--- src/rtl/eprom_burn_pkg.sv ---
package eprom_burn_pkg;

    typedef enum logic [1:0] {
        VSEL_NOM  = 2'b00,
        VSEL_PROG = 2'b01,
        VSEL_HI   = 2'b10,
        VSEL_LO   = 2'b11
    } vsel_e;

    typedef enum logic [4:0] {
        ST_IDLE,
        ST_ID_SET,
        ST_ID_RD,
        ST_VCC_UP,
        ST_VPP_UP,
        ST_FETCH,
        ST_SETUP,
        ST_PULSE,
        ST_GAP,
        ST_VERIFY,
        ST_NEXT,
        ST_CK_FETCH,
        ST_CK_SET,
        ST_CK_RD,
        ST_VPP_DN,
        ST_VCC_DN,
        ST_END
    } burn_state_e;

    // Pin-level strobes decoded from the sequencer state.
    typedef struct packed {
        logic ce_n;
        logic oe_n;
        logic dout_en;
        logic sig_hv;
        logic img_req;
        logic vpp;
    } strobe_t;

    localparam logic [7:0] ID_MAKER    = 8'h20;
    localparam logic [7:0] ID_PART     = 8'h8D;
    localparam int         ID_ADDR_BIT = 9;
    localparam logic [7:0] ERASED_BYTE = 8'hFF;

    // Microseconds to clock cycles, rounded up, never below one.
    function automatic longint unsigned us_cycles(longint unsigned clk_hz,
                                                  longint unsigned us);
        longint unsigned c;
        c = (clk_hz * us + 64'd999_999) / 64'd1_000_000;
        return (c == 64'd0) ? 64'd1 : c;
    endfunction

    function automatic logic [7:0] id_byte(logic sel);
        return sel ? ID_PART : ID_MAKER;
    endfunction

    function automatic strobe_t strobes_for(burn_state_e s);
        strobe_t t;
        t = '{ce_n: 1'b1, oe_n: 1'b1, dout_en: 1'b0, sig_hv: 1'b0,
              img_req: 1'b0, vpp: 1'b0};
        case (s)
            ST_ID_SET:   t.sig_hv = 1'b1;
            ST_ID_RD: begin
                t.sig_hv = 1'b1;
                t.ce_n   = 1'b0;
                t.oe_n   = 1'b0;
            end
            ST_VPP_UP, ST_NEXT, ST_GAP, ST_CK_SET: t.vpp = 1'b1;
            ST_FETCH, ST_CK_FETCH: begin
                t.vpp     = 1'b1;
                t.img_req = 1'b1;
            end
            ST_SETUP: begin
                t.vpp     = 1'b1;
                t.dout_en = 1'b1;
            end
            ST_PULSE: begin
                t.vpp     = 1'b1;
                t.dout_en = 1'b1;
                t.ce_n    = 1'b0;
            end
            ST_VERIFY, ST_CK_RD: begin
                t.vpp  = 1'b1;
                t.oe_n = 1'b0;
            end
            default: ;
        endcase
        return t;
    endfunction

endpackage

--- src/rtl/burn_timer.sv ---
module burn_timer #(
    parameter int TW = 8
) (
    input  logic          clk,
    input  logic          rst,
    input  logic          load,
    input  logic [TW-1:0] load_val,
    output logic          expired
);
    logic [TW-1:0] cnt;

    always_ff @(posedge clk) begin
        if (rst)
            cnt <= '0;
        else if (load)
            cnt <= load_val;
        else if (cnt != '0)
            cnt <= cnt - 1'b1;
    end

    assign expired = (cnt == '0);
endmodule

--- src/rtl/burn_addr_ctr.sv ---
module burn_addr_ctr #(
    parameter int AW    = 15,
    parameter int DEPTH = 1 << AW
) (
    input  logic          clk,
    input  logic          rst,
    input  logic          clr,
    input  logic          inc,
    output logic [AW-1:0] addr,
    output logic          last
);
    localparam logic [AW-1:0] LAST_ADDR = AW'(DEPTH - 1);

    always_ff @(posedge clk) begin
        if (rst || clr)
            addr <= '0;
        else if (inc)
            addr <= addr + 1'b1;
    end

    assign last = (addr == LAST_ADDR);
endmodule

--- src/rtl/burn_try_ctr.sv ---
module burn_try_ctr #(
    parameter int MAX_TRIES = 25
) (
    input  logic clk,
    input  logic rst,
    input  logic clr,
    input  logic inc,
    output logic exhausted
);
    localparam int CW = $clog2(MAX_TRIES + 1);
    localparam logic [CW-1:0] LIMIT = CW'(MAX_TRIES);

    logic [CW-1:0] tries;

    always_ff @(posedge clk) begin
        if (rst || clr)
            tries <= '0;
        else if (inc && tries != LIMIT)
            tries <= tries + 1'b1;
    end

    assign exhausted = (tries == LIMIT);
endmodule

--- src/rtl/eprom_burn_seq.sv ---
module eprom_burn_seq
    import eprom_burn_pkg::*;
#(
    parameter longint unsigned CLK_HZ     = 50_000_000,
    parameter int              ADDR_W     = 15,
    parameter int              DEPTH      = 1 << ADDR_W,
    parameter int              SETUP_US   = 2,
    parameter int              PULSE_US   = 100,
    parameter int              MAX_PULSES = 25
) (
    input  logic              clk,
    input  logic              rst,
    input  logic              start,
    input  logic              id_check_en,
    output logic              img_req,
    output logic [ADDR_W-1:0] img_addr,
    input  logic              img_ack,
    input  logic [7:0]        img_data,
    output logic [ADDR_W-1:0] dev_addr,
    output logic [7:0]        dev_dout,
    output logic              dev_dout_en,
    input  logic [7:0]        dev_din,
    output logic              dev_ce_n,
    output logic              dev_oe_n,
    output logic              vpp_en,
    output logic [1:0]        vcc_sel,
    output logic              sig_hv_en,
    output logic              done,
    output logic              fail
);
    localparam int unsigned SETUP_CYC = 32'(us_cycles(CLK_HZ, 64'(SETUP_US)));
    localparam int unsigned PULSE_CYC = 32'(us_cycles(CLK_HZ, 64'(PULSE_US)));
    localparam int          TW        = $clog2(PULSE_CYC + SETUP_CYC + 1);
    localparam logic [TW-1:0] SETUP_LD = TW'(SETUP_CYC - 1);
    localparam logic [TW-1:0] PULSE_LD = TW'(PULSE_CYC - 1);
    localparam logic [ADDR_W-1:0] ID_BASE = ADDR_W'(1) << ID_ADDR_BIT;

    burn_state_e   state_q, state_d;
    vsel_e         vsel_q, vsel_d;
    logic          id_sel_q, id_sel_d;
    logic          pass_lo_q, pass_lo_d;
    logic [7:0]    data_q, data_d;
    logic          fail_q, fail_d;

    logic          tmr_load, tmr_exp;
    logic [TW-1:0] tmr_val;
    logic          addr_clr, addr_inc, addr_last;
    logic          try_clr, try_inc, try_full;
    logic [ADDR_W-1:0] addr;
    strobe_t       st;

    burn_timer #(.TW(TW)) u_timer (
        .clk(clk), .rst(rst), .load(tmr_load), .load_val(tmr_val), .expired(tmr_exp)
    );

    burn_addr_ctr #(.AW(ADDR_W), .DEPTH(DEPTH)) u_addr (
        .clk(clk), .rst(rst), .clr(addr_clr), .inc(addr_inc), .addr(addr), .last(addr_last)
    );

    burn_try_ctr #(.MAX_TRIES(MAX_PULSES)) u_tries (
        .clk(clk), .rst(rst), .clr(try_clr), .inc(try_inc), .exhausted(try_full)
    );

    // Sequencer next-state and control pulses.
    always_comb begin
        state_d   = state_q;
        vsel_d    = vsel_q;
        id_sel_d  = id_sel_q;
        pass_lo_d = pass_lo_q;
        data_d    = data_q;
        fail_d    = fail_q;
        tmr_load  = 1'b0;
        tmr_val   = SETUP_LD;
        addr_clr  = 1'b0;
        addr_inc  = 1'b0;
        try_clr   = 1'b0;
        try_inc   = 1'b0;

        case (state_q)
            ST_IDLE, ST_END: begin
                if (start) begin
                    fail_d    = 1'b0;
                    id_sel_d  = 1'b0;
                    pass_lo_d = 1'b0;
                    addr_clr  = 1'b1;
                    try_clr   = 1'b1;
                    tmr_load  = 1'b1;
                    if (id_check_en) begin
                        state_d = ST_ID_SET;
                    end else begin
                        state_d = ST_VCC_UP;
                        vsel_d  = VSEL_PROG;
                    end
                end
            end
            ST_ID_SET: if (tmr_exp) begin
                state_d  = ST_ID_RD;
                tmr_load = 1'b1;
            end
            ST_ID_RD: if (tmr_exp) begin
                tmr_load = 1'b1;
                if (dev_din != id_byte(id_sel_q)) begin
                    fail_d  = 1'b1;
                    state_d = ST_VPP_DN;
                end else if (!id_sel_q) begin
                    id_sel_d = 1'b1;
                    state_d  = ST_ID_SET;
                end else begin
                    vsel_d  = VSEL_PROG;
                    state_d = ST_VCC_UP;
                end
            end
            ST_VCC_UP: if (tmr_exp) begin
                state_d  = ST_VPP_UP;
                tmr_load = 1'b1;
            end
            ST_VPP_UP: if (tmr_exp) state_d = ST_FETCH;
            ST_FETCH: if (img_ack) begin
                data_d = img_data;
                if (img_data == ERASED_BYTE) begin
                    state_d = ST_NEXT;
                end else begin
                    try_clr  = 1'b1;
                    tmr_load = 1'b1;
                    state_d  = ST_SETUP;
                end
            end
            ST_SETUP: if (tmr_exp) begin
                tmr_load = 1'b1;
                tmr_val  = PULSE_LD;
                state_d  = ST_PULSE;
            end
            ST_PULSE: if (tmr_exp) begin
                try_inc  = 1'b1;
                tmr_load = 1'b1;
                state_d  = ST_GAP;
            end
            ST_GAP: if (tmr_exp) begin
                tmr_load = 1'b1;
                state_d  = ST_VERIFY;
            end
            ST_VERIFY: if (tmr_exp) begin
                if (dev_din == data_q) begin
                    state_d = ST_NEXT;
                end else if (try_full) begin
                    fail_d   = 1'b1;
                    tmr_load = 1'b1;
                    state_d  = ST_VPP_DN;
                end else begin
                    tmr_load = 1'b1;
                    state_d  = ST_SETUP;
                end
            end
            ST_NEXT: begin
                if (addr_last) begin
                    addr_clr = 1'b1;
                    vsel_d   = VSEL_HI;
                    state_d  = ST_CK_FETCH;
                end else begin
                    addr_inc = 1'b1;
                    state_d  = ST_FETCH;
                end
            end
            ST_CK_FETCH: if (img_ack) begin
                data_d   = img_data;
                tmr_load = 1'b1;
                state_d  = ST_CK_SET;
            end
            ST_CK_SET: if (tmr_exp) begin
                tmr_load = 1'b1;
                state_d  = ST_CK_RD;
            end
            ST_CK_RD: if (tmr_exp) begin
                if (dev_din != data_q) begin
                    fail_d   = 1'b1;
                    tmr_load = 1'b1;
                    state_d  = ST_VPP_DN;
                end else if (!addr_last) begin
                    addr_inc = 1'b1;
                    state_d  = ST_CK_FETCH;
                end else if (!pass_lo_q) begin
                    pass_lo_d = 1'b1;
                    vsel_d    = VSEL_LO;
                    addr_clr  = 1'b1;
                    state_d   = ST_CK_FETCH;
                end else begin
                    tmr_load = 1'b1;
                    state_d  = ST_VPP_DN;
                end
            end
            ST_VPP_DN: if (tmr_exp) begin
                vsel_d   = VSEL_NOM;
                tmr_load = 1'b1;
                state_d  = ST_VCC_DN;
            end
            ST_VCC_DN: if (tmr_exp) state_d = ST_END;
            default: state_d = ST_IDLE;
        endcase
    end

    always_ff @(posedge clk) begin
        if (rst) begin
            state_q   <= ST_IDLE;
            vsel_q    <= VSEL_NOM;
            id_sel_q  <= 1'b0;
            pass_lo_q <= 1'b0;
            data_q    <= ERASED_BYTE;
            fail_q    <= 1'b0;
        end else begin
            state_q   <= state_d;
            vsel_q    <= vsel_d;
            id_sel_q  <= id_sel_d;
            pass_lo_q <= pass_lo_d;
            data_q    <= data_d;
            fail_q    <= fail_d;
        end
    end

    assign st          = strobes_for(state_q);
    assign dev_ce_n    = st.ce_n;
    assign dev_oe_n    = st.oe_n;
    assign dev_dout_en = st.dout_en;
    assign sig_hv_en   = st.sig_hv;
    assign img_req     = st.img_req;
    assign vpp_en      = st.vpp;
    assign vcc_sel     = vsel_q;
    assign img_addr    = addr;
    assign dev_addr    = st.sig_hv ? (ID_BASE | ADDR_W'(id_sel_q)) : addr;
    assign dev_dout    = data_q;
    assign done        = (state_q == ST_END);
    assign fail        = fail_q;
endmodule

--- config.mk ---
export PLATFORM = sky130hd
export DESIGN_NAME = eprom_burn_seq
export DESIGN_NICKNAME = d
export VERILOG_FILES = /design/src/rtl/eprom_burn_pkg.sv /design/src/rtl/burn_timer.sv /design/src/rtl/burn_addr_ctr.sv /design/src/rtl/burn_try_ctr.sv /design/src/rtl/eprom_burn_seq.sv
export SDC_FILE = /design/constraint.sdc
export NUM_CORES = 1
export LEC_CHECK = 0
export BUFFER_PORTS_ARGS = -buffer_cell sky130_fd_sc_hd__buf_4
export CELL_PAD_IN_SITES_DETAIL_PLACEMENT = 1
export CELL_PAD_IN_SITES_GLOBAL_PLACEMENT = 1
export CORE_ASPECT_RATIO = 1.75
export CORE_MARGIN = 2
export CORE_UTILIZATION = 30
export CTS_CLUSTER_SIZE = 10
export DETAILED_ROUTE_END_ITERATION = 10
export PLACE_DENSITY_LB_ADDON = 0.1
export SYNTH_ARGS = -nofsm -noshare
export SYNTH_HDL_FRONTEND = slang
export SYNTH_SLANG_ARGS = --single-unit
export TNS_END_PERCENT = 50
--- constraint.sdc ---
create_clock -name clk -period 3.2 [get_ports clk]
set_input_delay 0.16 -clock clk [delete_from_list [all_inputs] [get_ports clk]]
set_output_delay 0.16 -clock clk [all_outputs]
set_load 0.1 [all_outputs]
### Word-level counts from Yosys, hierarchy flattened

Index checks and enable logic that the tools add are counted.

* bits in latches: 0
* memory bits (writable): 0
* memories kept: 0
* memory bits (read-only): 0
* bits in registers: 51
* logic and storage cells: 176
* output and inout port bits: 48
* input port bits: 21

* shift-type cells: 0
* reductions and logical operators: 25
* $lt $le $gt $ge: 0
* div/mod/pow operators: 0
* equal/unequal tests: 49
* add/sub/neg operators: 3
* bitwise logic cells: 0
* multipliers: 0
* muxes and demuxes: 90

Operator list (number)
* case mux 5 bit (16 select lines): 1
* two-way mux 5 bit: 15
* two-way mux 13 bit: 4
* inequality test 2 bit (second input constant): 26
* equality test 5 x 4 -> 1 bit (second input constant): 8
* two-way mux 1 bit: 39
* two-way mux 2 bit: 13
* equality test 5 x 3 -> 1 bit (second input constant): 4
* two-way mux 4 bit: 5
* inequality test 8 bit: 2
* adder 15 x 1 -> 15 bit (second input constant): 1
* equality test 15 bit (second input constant): 1
* two-way mux 15 bit: 1
* AND reduction 15 bit: 1
* zero test 13 bit: 1
* nonzero test 13 bit: 1
* subtractor 13 x 1 -> 13 bit (second input constant): 1
* AND reduction 12 bit: 1
* equality test 5 x 2 -> 1 bit (second input constant): 2
* equality test 5 bit (second input constant): 2
* case mux 2 bit (5 select lines): 1
* OR reduction 10 bit: 1
* OR reduction 2 bit: 5
* two-way mux 3 bit: 3
* other kinds (22): 28

### Depth between registers and ports, before layout

* depth in word-level cells: 6
* gate-level depth with buffers: 9
* gate-level depth less buffers: 8

### Modules after synthesis

Synthesis repeated with hierarchy kept, for this count alone.

* cell total of the unflattened synthesis: 429
* area total of the unflattened synthesis: 3403.3 um^2

By module, submodules not included
* eprom_burn_seq: cells an instance 229, times used 1, sequential area each 360.3 um^2, area an instance 1641.6 um^2
* burn_timer: cells an instance 90, times used 1, sequential area each 260.2 um^2, area an instance 763.2 um^2
* burn_addr_ctr: cells an instance 84, times used 1, sequential area each 300.3 um^2, area an instance 742.0 um^2
* burn_try_ctr: cells an instance 26, times used 1, sequential area each 100.1 um^2, area an instance 256.5 um^2

### Worst setup path before layout

OpenSTA, ideal clock, no wires.

* kind: reg2reg
* start: reg state_q[0]
* end: reg data_q[0], in the netlist dev_dout[0]
* arrival: 3290 ps
* slack: -215 ps
* setup time: 125 ps
* buffers on the path: 2
* stages on the path, launching flop included: 8
* clock period less this slack: 3415 ps
* data required time: 3075 ps
* path through: dfxtp_1 -> buf_2 -> clkbuf_1 -> nand3_1 -> o21ai_1 -> nand2_1 -> nand2_1 -> nand3b_1

* longest elaborated chain between the ends: 3
* elaborated cells on any way between the ends: 4
* classes of those cells: eq/ne: 2; reduce/logical: 2

Ends and longest elaborated chain
* start: declaration: line eprom_burn_seq.sv:38 `burn_state_e state_q, state_d;`
* start signal: assignment: line eprom_burn_seq.sv:210 `state_q <= state_d;`
* equality test 5 x 3 -> 1 bit or equality test 5 x 4 -> 1 bit (tied branches): line eprom_burn_seq.sv:79 `case (state_q)`
* OR reduction 2 bit (no source line) *
* AND reduction 2 bit (no source line) *
* end signal: assignment: line eprom_burn_seq.sv:214 `data_q <= data_d;`
* end: declaration: line eprom_burn_seq.sv:42 `logic [7:0] data_q, data_d;`

Mark *: on every way between the ends. The rest lies on a longest branch, timed or not.
A chain may end at the register's enable or synchronous reset.

### Worst setup path in the final report

* start: reg state_q[0]
* end: out dev_addr[0]

* longest elaborated chain between the ends: 4
* elaborated cells on any way between the ends: 5
* classes of those cells: eq/ne: 2; mux: 2; reduce/logical: 1

Ends and longest elaborated chain
* equality test 5 x 2 -> 1 bit or equality test 5 x 1 -> 1 bit (tied branches): line eprom_burn_pkg.sv:61 `case (s)`
* OR reduction 2 bit (no source line) *
* two-way mux 1 bit *: line eprom_burn_pkg.sv:61
* two-way mux 15 bit *: line eprom_burn_seq.sv:228 `assign dev_addr = st.sig_hv ? (ID_BASE | ADDR_W'(id_sel_q)) : addr;`
* end: declaration: line eprom_burn_seq.sv:19 `output logic [ADDR_W-1:0] dev_addr,`

Marked as above.

==> flow_summary_export.csv <==
group,metric,value,unit
status,outcome,"finished clean",
global_route,top_usage_layer,"met2",
worst_setup_path,reg2reg_from,"state_q[2]$_SDFFE_PP0P_",
die,initial_core_util,0.305,
die,die_w,82.6,microns
logic_synthesis,yosysTopAreaCellShare,0.315,
worst_setup_path,cp_num_buf_inv,2,
min_path,hp-class,"in -> reg",
clock_network,cts_root_buf,"clkbuf_16",
sta,tightest_slew,794,ps
sta,max_freq,366,MHz
global_route,grt_max_degree,29,
global_route,overflow,0,
worst_setup_path,max_stage_delay,800,ps
sta,fin_worst_skew,6.62,ps
final_layout,diodes,0,
clock_network,cts_tree,"built",
logic_synthesis,async_reset_ff_frac,0,
final_layout,num-nets-final,496,
pwr,leakage,1.60,nW
logic_synthesis,yosys.cell_types.count,66,
sta,rsz0062_at_grt,"no",
die,coreArea,0.0106,sq mm
route,drt_pass1_iterations,4,
logic_synthesis,synth_nets,434,
logic_synthesis,syn_inst,408,
logic_synthesis,synth_edf_count,0,
place,port_buffers,68,
sta,relSlewSlack,0.470,
route,vias,3289,
logic_synthesis,yosysSeqAreaShare,0.315,
sta,setup_violations,0,
worst_setup_path,end_kind,"primary output",
global_route,grt_usage,0.202,
logic_synthesis,yosysMostFrequentCell,"dfxtp_1",
global_route,grt_pass1_vias,3417,
clock_network,cts_sinks,51,
place,dp_hpwl,8940,microns
worst_setup_path,crit_top_cell,"nand2_1",
clock_network,clock_latency,300,ps
logic_synthesis,yosysWarnings,0,
route,drcViolationCount,0,
global_route,grtUsageMet3,0.0280,
place,post-place-cells,593,
clock_network,clkTransAtPathRegs,70,ps
sta,fin_setup_tns,0,ps
worst_setup_path,cp_top_family,"flip-flops",
sta,finalHoldViolCount,0,
final_layout,syn_to_final_growth,24.6,%
logic_synthesis,synth_common_cells,"51 x dfxtp_1, 37 x nor2_1, 29 x a21oi_1, 29 x nand2_1, 26 x nand3_1",
sta,fin_crit_sh,0.854,
run,drv_cap,0,
worst_setup_path,crit_chain,"xnor2_1, or4_1, inv_1, nand2_1, nand2_1, buf_4",
route,routed_wl,11500,microns
clock_network,cts_buffer_depth,2,
logic_synthesis,synth_largest_area_cell,"dfxtp_1",
clock_network,ctsHtreeMaxLevel,2,
global_route,grt_antenna_before_repair,0,
final_layout,final_area,0.00404,sq mm
die,die_area,0.0117,sq mm
worst_setup_path,critPathArrivalTime,2570,ps
clock_network,ctsHoldBuffers,0,
clock_network,cts_inserted_buffers,5,
sta,finalMaxSlewViolations,0,
worst_setup_path,crit_type,"reg -> out",
logic_synthesis,synth.area.top_cells,"dfxtp_1 31%, xnor2_1 4.6%, a21oi_1 4.5%",
final_layout,stdcell_count,601,
logic_synthesis,avgSynthCellArea,7.95,sq um
pwr,ir_drop,0.000398,V
worst_setup_path,crit_required,3040,ps
worst_setup_path,start_kind,"register",
logic_synthesis,syn_area,0.00325,sq mm
min_path,min-delay-start,"img_data[4]",
clock_network,post_cts_buffers,0,
final_layout,drive_above_1_share,0.208,
route,routedWlPerCell,19.1,microns
route,drtAntennaViolNets,0,
route,drt-initial-drc-count,114,
global_route,grt_first_pass_wirelength,18100,microns
sta,finalCriticalPeriod,2730,ps
place,gp_congestion,0.831,
logic_synthesis,ys.flop_type,"dfxtp_1",
logic_synthesis,ys_ff_latch,51,
worst_setup_path,critPathSlowestCell,"dfxtp_1",
global_route,use_met2,0.394,
place,dpl-instance-area,0.00389,sq mm
route,vias_per_cell,5.47,
die,die_height,142,microns
global_route,grt_use_met1,0.208,
worst_setup_path,crit_fanout,21,
worst_setup_path,crit_path_start,"state_q[0]$_SDFFE_PP0P_",
die,num_rows,50,
pwr,power_density,871,mW/mm^2
die,io_pins,69,
clock_network,cts_resized,0,
routing by layer:
metal	vias up	routed length, microns
li1	1606	-
met3	20	372
met2	75	6640
met1	1588	4150
met5	-	0
met4	0	299
power by group:
group          switching [W]  internal [W]  leakage (nW)
Combinational        0.00132      0.000680          1.11
Sequential          0.000200      0.000746         0.414
Clock               0.000254      0.000314        0.0741
Total                0.00178       0.00174          1.60
cell type report:
type,instances,area (sq um)
fillers,1318,6590
clock buffers,7,143
clock inverters,1,8.76
repair buffers,76,571
well taps,130,163
multi-input cells,321,2080
flip-flops and latches,51,1020
inverters,15,56.3
registers in the layout, summed over array words and instances (netlist names):
name / count
fail: 1
u_timer.cnt: 13
dev_dout: 8
u_tries.tries: 5
id_sel_q: 1
vcc_sel: 2
u_addr.addr: 15
pass_lo_q: 1
state_q: 5
worst min-delay path, cell delays in order:
cell and delay, ps:
buf_4 90, nand3_1 60, nand3b_1 70
stage by stage:
step	hold WS [ps]	total power (W)	utilization	setup WS, ps
final	108	0.00352	0.380	468
after global placement	408	0.00293	0.366	747
after floorplan	308	0.00243	-	25.7
after global routing	115	0.00374	0.380	351
after CTS	107	0.00355	0.380	486
after detailed placement	415	0.00296	0.366	660
placed cells by master, fill, tap and decap left out, types with 4 or more instances in the layout:
cell / instances
or3_1: 4
dfxtp_1: 51
buf_4: 76
nor4_1: 5
or4_1: 7
xnor2_1: 17
ha_1: 5
o31ai_1: 7
a21oi_1: 29
nor2b_1: 7
o211ai_1: 6
xor2_1: 14
nand2b_1: 10
mux2i_1: 4
clkbuf_16: 5
nand3_1: 26
nand2_1: 29
inv_1: 15
nand4_1: 15
and2_1: 12
nand3b_1: 9
o21ai_0: 15
and4_1: 5
nor3_1: 4
nor2_1: 37
final timing paths:
check,endpoint,slack [ps],depth (start not counted)
hold / removal,dev_dout[4]$_SDFFE_PP1P_,110,3
hold reg to reg,fail$_SDFFE_PP0P_,480,1
setup / recovery,dev_addr[0],470,6
setup reg to reg,vcc_sel[1]$_SDFFE_PP0P_,580,6
logic make-up (layout without fill, tap and decap cells):
logic type | Yosys count | after routing | synth area share
AOI/OAI and AO/OA | 91 | 91 | 0.185
xor gates and xnor gates | 31 | 31 | 0.0837
adders and majority gates | 5 | 5 | 0.0193
buffers and inverters | 36 | 99 | 0.0455
DFF | 51 | 51 | 0.315
muxes | 4 | 4 | 0.0123
and+or+nand+nor | 190 | 190 | 0.340
Note: power is estimated with default switching activity, not from simulation.
